[config.mk]
export PLATFORM = sky130hd
export DESIGN_NAME = hdlc_abort_counter
export DESIGN_NICKNAME = d
export VERILOG_FILES = /design/src/rtl/abort_cnt_pkg.sv /design/src/rtl/abort_detect.sv /design/src/rtl/abort_accum.sv /design/src/rtl/byte_read_port.sv /design/src/rtl/sticky_flag.sv /design/src/rtl/hdlc_abort_counter.sv
export SDC_FILE = /design/constraint.sdc
export NUM_CORES = 1
export LEC_CHECK = 0
export ABC_CLOCK_PERIOD_IN_PS = 1900
export BUFFER_PORTS_ARGS = -buffer_cell sky130_fd_sc_hd__buf_2
export CORE_AREA = 2 2 89 48
export CTS_CLUSTER_DIAMETER = 200
export CTS_CLUSTER_SIZE = 16
export DETAILED_ROUTE_END_ITERATION = 12
export DIE_AREA = 0 0 91 50
export PLACE_DENSITY_LB_ADDON = 0.05
export REMOVE_ABC_BUFFERS = 1
export SYNTH_ARGS = -nofsm -noshare
export SYNTH_HDL_FRONTEND = slang
export SYNTH_SLANG_ARGS = --single-unit
[constraint.sdc]
create_clock -name clk_i -period 1.9 [get_ports clk_i]
set_input_delay 0.285 -clock clk_i [delete_from_list [all_inputs] [get_ports clk_i]]
set_output_delay 0.285 -clock clk_i [all_outputs]
set_load 0.01 [all_outputs]
[src/rtl/abort_cnt_pkg.sv]
package abort_cnt_pkg;
  localparam int unsigned BYTE_W_DEF = 8;
  localparam int unsigned CNT_W_DEF  = 16;
  localparam int unsigned RUN_LEN_DEF = 7;

  function automatic logic any_alarm(input logic [3:0] alarms);
    return |alarms;
  endfunction
endpackage

[src/rtl/abort_detect.sv]
module abort_detect #(
  parameter int unsigned RUN_LEN = 7
) (
  input  logic clk_i,
  input  logic rst_ni,
  input  logic bit_i,
  input  logic strobe_i,
  output logic hit_o
);
  localparam int unsigned RW = $clog2(RUN_LEN + 1);
  localparam logic [RW-1:0] TOP = RW'(RUN_LEN - 1);

  logic [RW-1:0] run_q;
  logic          armed_q;

  assign hit_o = strobe_i & bit_i & armed_q & (run_q == TOP);

  always_ff @(posedge clk_i or negedge rst_ni) begin
    if (!rst_ni) begin
      run_q   <= '0;
      armed_q <= 1'b1;
    end else if (strobe_i) begin
      if (!bit_i) begin
        run_q   <= '0;
        armed_q <= 1'b1;
      end else if (hit_o) begin
        armed_q <= 1'b0;  // wait for a 0 before rearming
      end else if (run_q != TOP) begin
        run_q <= run_q + 1'b1;
      end
    end
  end
endmodule

[src/rtl/abort_accum.sv]
module abort_accum #(
  parameter int unsigned CNT_W = 16
) (
  input  logic             clk_i,
  input  logic             rst_ni,
  input  logic             inc_i,
  input  logic             clr_i,
  output logic [CNT_W-1:0] cnt_o,
  output logic             reach_o
);
  localparam logic [CNT_W-1:0] MAX    = {CNT_W{1'b1}};
  localparam logic [CNT_W-1:0] MAX_M1 = MAX - 1'b1;

  logic [CNT_W-1:0] cnt_q;

  assign cnt_o   = cnt_q;
  assign reach_o = inc_i & ~clr_i & (cnt_q == MAX_M1);

  always_ff @(posedge clk_i or negedge rst_ni) begin
    if (!rst_ni) begin
      cnt_q <= '0;
    end else if (clr_i) begin
      cnt_q <= {{(CNT_W-1){1'b0}}, inc_i};  // keep an event landing on the read
    end else if (inc_i && cnt_q != MAX) begin
      cnt_q <= cnt_q + 1'b1;
    end
  end
endmodule

[src/rtl/byte_read_port.sv]
module byte_read_port #(
  parameter int unsigned CNT_W  = 16,
  parameter int unsigned BYTE_W = 8
) (
  input  logic              clk_i,
  input  logic              rst_ni,
  input  logic              rd_lo_i,
  input  logic              rd_hi_i,
  input  logic [CNT_W-1:0]  cnt_i,
  output logic [CNT_W-BYTE_W-1:0] hold_o,
  output logic [BYTE_W-1:0] data_o
);
  localparam int unsigned HI_W = CNT_W - BYTE_W;

  logic [HI_W-1:0] hold_q;

  assign hold_o = hold_q;

  always_ff @(posedge clk_i or negedge rst_ni) begin
    if (!rst_ni) hold_q <= '0;
    else if (rd_lo_i) hold_q <= cnt_i[CNT_W-1:BYTE_W];
  end

  always_comb begin
    if (rd_lo_i)      data_o = cnt_i[BYTE_W-1:0];
    else if (rd_hi_i) data_o = BYTE_W'(hold_q);
    else              data_o = '0;
  end
endmodule

[src/rtl/sticky_flag.sv]
module sticky_flag (
  input  logic clk_i,
  input  logic rst_ni,
  input  logic set_i,
  input  logic clr_i,
  output logic flag_o
);
  always_ff @(posedge clk_i or negedge rst_ni) begin
    if (!rst_ni)     flag_o <= 1'b0;
    else if (set_i)  flag_o <= 1'b1;  // set beats clear
    else if (clr_i)  flag_o <= 1'b0;
  end
endmodule

[src/rtl/hdlc_abort_counter.sv]
module hdlc_abort_counter
  import abort_cnt_pkg::*;
#(
  parameter int unsigned CNT_W   = CNT_W_DEF,
  parameter int unsigned BYTE_W  = BYTE_W_DEF,
  parameter int unsigned RUN_LEN = RUN_LEN_DEF
) (
  input  logic              clk_i,
  input  logic              rst_ni,
  input  logic              rx_bit_i,
  input  logic              rx_strobe_i,
  input  logic              ctrl_en_i,
  input  logic              mode_ok_i,
  input  logic              los_i,
  input  logic              oof_i,
  input  logic              ais_i,
  input  logic              idle_i,
  input  logic              rd_lo_i,
  input  logic              rd_hi_i,
  input  logic              sat_clr_i,
  output logic [BYTE_W-1:0] rd_data_o,
  output logic              sat_irq_o
);
  localparam int unsigned HI_W = CNT_W - BYTE_W;

  logic             hit_w;
  logic             count_ok_w;
  logic             inc_w;
  logic             reach_w;
  logic [CNT_W-1:0] cnt_w;
  logic [HI_W-1:0]  hold_w;

  assign count_ok_w = ctrl_en_i & mode_ok_i & ~any_alarm({los_i, oof_i, ais_i, idle_i});
  assign inc_w      = hit_w & count_ok_w;

  abort_detect #(.RUN_LEN(RUN_LEN)) u_detect (
    .clk_i    (clk_i),
    .rst_ni   (rst_ni),
    .bit_i    (rx_bit_i),
    .strobe_i (rx_strobe_i),
    .hit_o    (hit_w)
  );

  abort_accum #(.CNT_W(CNT_W)) u_accum (
    .clk_i   (clk_i),
    .rst_ni  (rst_ni),
    .inc_i   (inc_w),
    .clr_i   (rd_lo_i),
    .cnt_o   (cnt_w),
    .reach_o (reach_w)
  );

  byte_read_port #(.CNT_W(CNT_W), .BYTE_W(BYTE_W)) u_rdport (
    .clk_i   (clk_i),
    .rst_ni  (rst_ni),
    .rd_lo_i (rd_lo_i),
    .rd_hi_i (rd_hi_i),
    .cnt_i   (cnt_w),
    .hold_o  (hold_w),
    .data_o  (rd_data_o)
  );

  sticky_flag u_sat (
    .clk_i  (clk_i),
    .rst_ni (rst_ni),
    .set_i  (reach_w),
    .clr_i  (sat_clr_i),
    .flag_o (sat_irq_o)
  );
endmodule

==> impl_metrics.csv <==
group,metric,value,unit
status,outcome,"complete, but fails checks",
status,violations,"negative setup slack",
worst_setup_path,cp_slowest_cell,"dfstp_2",
worst_setup_path,worst_r2r_endpoint,"u_accum.cnt_o[9]",
global_routing,antenna_found_initial,0,
route,viasPerCell,5.725,
synth,synth_mux_area_share,6.141,%
clocking,cts_tree,"yes",
route,num_vias,1540,
synth,syn-mean-instance-area,10.06,sq um
worst_setup_path,worst-path-stages,5,
synth,synth-warning-count,0,
worst_setup_path,cp_data_required_time,2.11,ns
place,io_buffers,21,
cells_and_area,multi_input_area,957.2,sq um
synth,synthSimpleGateAreaFrac,23.43,%
pwr,p_per_area,572.3,nW/um^2
synth,yosysSeqAreaShare,44.05,%
place,gp_congestion,0.8414,
global_routing,grt_pass1_wl,7555,microns
floorplanning,rows,16,
synth,synth_top_family_by_area,"simple AND/OR/NAND/NOR gates",
worst_setup_path,startpoint,"u_detect.armed_q",
global_routing,overflow,0,
synth,synth_compound_area_share,19.11,%
worst_setup_path,r2r_slack,-0.09,ns
worst_setup_path,cpPeakStageDelay,0.53,ns
sta,rsz0062_at_grt,"yes",
clocking,ctsHoldBuffers,0,
cells_and_area,layout-drive-gt1-share,43.26,%
synth,postSynthCellCount,164,
cells_and_area,area_growth,36.92,%
clocking,clock_latency,0.29,ns
route,drt-pass1-iter-count,4,
worst_setup_path,rr_worst_depth,5,
route,final_antenna_net_count,0,
synth,synth.cell_area,1650,sq um
place,hpwl,3065,microns
worst_setup_path,rr_startpoint,"u_detect.armed_q",
sta,fin_ws,-0.08867,ns
worst_setup_path,path_buf_inv,1,
global_routing,track_usage,21.70,%
min_path,min_path_type,"in2async",
synth,yosys-top-cells-area,"dfrtp_1 42%, mux2_2 6.1%, o31ai_1 5.5%, or4_1 5.0%, a21oi_1 4.9%",
run,max_cap_violations,0,
worst_setup_path,path_class,"reg2reg",
cells_and_area,seqCellArea,726.9,sq um
pwr,ir_drop,0.3679,mV
floorplanning,core_area,3764,sq um
floorplanning,boundaryPins,22,
worst_setup_path,crit_path_end_kind,"register",
synth,netlist.top_cell.by_area,"dfrtp_1",
worst_setup_path,cp-endpoint,"u_accum.cnt_o[9]",
clocking,numCtsBuffers,5,
floorplanning,initial_utilization,43.85,%
place,place_ws,-0.1639,ns
floorplanning,die_y,50,microns
synth,synth_commonest_cells,"28 x dfrtp_1, 16 x a21oi_1, 12 x o31ai_1",
worst_setup_path,worstPathArrival,2.20,ns
route,drc,0,
worst_setup_path,start_kind,"register",
route,wirelength,4590,microns
synth,synth_seq_cells,29,
sta,period_share,104.7,%
cells_and_area,fillers,330,
sta,worst-slew-pin-transition,0.6710,ns
sta,fmax,0.5028,GHz
clocking,cts_root_buf,"clkbuf_8",
clocking,clkSinkCount,29,
synth,synthAdderAreaFrac,3.033,%
sta,maxSlewHeadroom,55.27,%
clocking,clockBufferDepth,2,
synth,synth_edf_count,0,
global_routing,grt_max_degree,30,
synth,ys.flop_type,"dfrtp_1",
sta,finalHoldWorstSlack,0.03768,ns
synth,synthXorXnorAreaFrac,0,%
sta,drv_slew,0,
cells_and_area,final_nets,231,
route,wire_per_inst,17.06,microns
sta,min_period,1.989,ns
pwr,p_leak,0.0009847,uW
sta,setup_viol,10,
pwr,p_total,1293,uW
synth,synth_top_area_share,42.46,%
synth,yosysUniqueCellTypes,35,
clocking,cts.clk_slew.worst_paths,0.06,ns
worst_setup_path,path_cells,"nand4bb_1 -> or3_4 -> buf_12 -> or4_4 -> a21oi_2",
cells_and_area,num_antenna_cells,0,
clocking,htree_levels,2,
cells_and_area,final_util,60.04,%
route,drt_iter0_drc,86,
worst_setup_path,crit_fanout,7,
global_routing,grt_pass1_vias,1501,
synth,synth_most_common_cell,"dfrtp_1",
sta,tns,-0.5020,ns
worst_setup_path,path_delay_family,"simple AND/OR/NAND/NOR gates",
floorplanning,dieArea,4550,sq um
synth,synth_async_sr_flop_share,100.0,%
sta,hold_viol,0,
floorplanning,die_w,91,microns
sta,skew,0.005961,ns
[cells in the final DEF (no fill, tap or decap), drive strengths merged, types with 2 or more instances in the layout]
master and count:
nand3 7, nor2 2, ha 4, o31ai 12
clkbuf 8, buf 51, and3 2, dfrtp 28
nand2 9, and4 3, nand4bb 2, or4b 2
a22o 7, o21ai 9, inv 6, or3 4
nor2b 2, nor3 3, mux2 9, a21oi 16
or4 11, nand4 7
[timing repair]
item,4_1_cts,5_1_grt
buffers inserted,2,3
hold endpoints to repair,0,0
pin swaps,15,12
setup endpoints to repair,13,15
cloned,2,0
resized for setup,12,17
[how the worst min path moves through the flow]
stage	start	slack, ns	endpoint
final	rst_ni	0.04	u_detect.run_q[1]
after global routing	rst_ni	0.1	u_accum.cnt_o[11]
after CTS	rst_ni	0.06	u_accum.cnt_o[4]
after detailed placement	rst_ni	0.37	u_detect.run_q[1]
after global placement	rst_ni	0.34	u_detect.run_q[0]
after floorplan	rst_ni	-0.01	u_accum.cnt_o[0]
[final cells by class]
| class | instances | area share [%] |
|---|---|---|
| Multi-Input combinational cell | 120 | 42.36 |
| Sequential cell | 29 | 32.17 |
| Timing Repair Buffer | 52 | 17.50 |
| Clock buffer | 8 | 3.987 |
| Tap cell | 54 | 2.990 |
| Inverter | 6 | 0.9967 |
[report_power, final]
| part | leakage (uW) | internal [uW] | switching, uW |
|---|---|---|---|
| registers | 0.000400 | 628 | 8.94 |
| logic | 0.000540 | 54.7 | 68.5 |
| clock network | 0.0000455 | 295 | 238 |
| total | 0.000985 | 978 | 316 |
[routing by layer]
layer	up-vias	wire length, microns	GRT usage, %
met5	-	0	0
li1	747	-	-
met4	0	26	6.818
met1	755	2391	34.06
met3	3	190	4.128
met2	35	1981	29.38
[per-stage QoR]
| stage | std cells | cell area (sq um) |
|---|---|---|
| 3_3_place_gp | 254 | 1956 |
| 3_5_place_dp | 254 | 1956 |
| 5_1_grt | 269 | 2260 |
| 4_1_cts | 266 | 2171 |
| 2_1_floorplan | 155 | 1603 |
| 6_report | 269 | 2260 |
[cells by family (layout without fill, tap and decap cells)]
| group | Yosys count | after routing |
|---|---|---|
| flops | 29 | 29 |
| mux | 9 | 9 |
| simple gates | 58 | 58 |
| buf+inv | 15 | 66 |
| compound gates | 49 | 49 |
| fa+ha+maj | 4 | 4 |
[registers in the layout, indices dropped and copies added (netlist names)]
signal,cells
u_accum.cnt_o,16
u_rdport.hold_o,8
u_detect.run_q,3
u_detect.armed_q,1
u_sat.flag_o,1
Power figures use the tool's default switching activity.
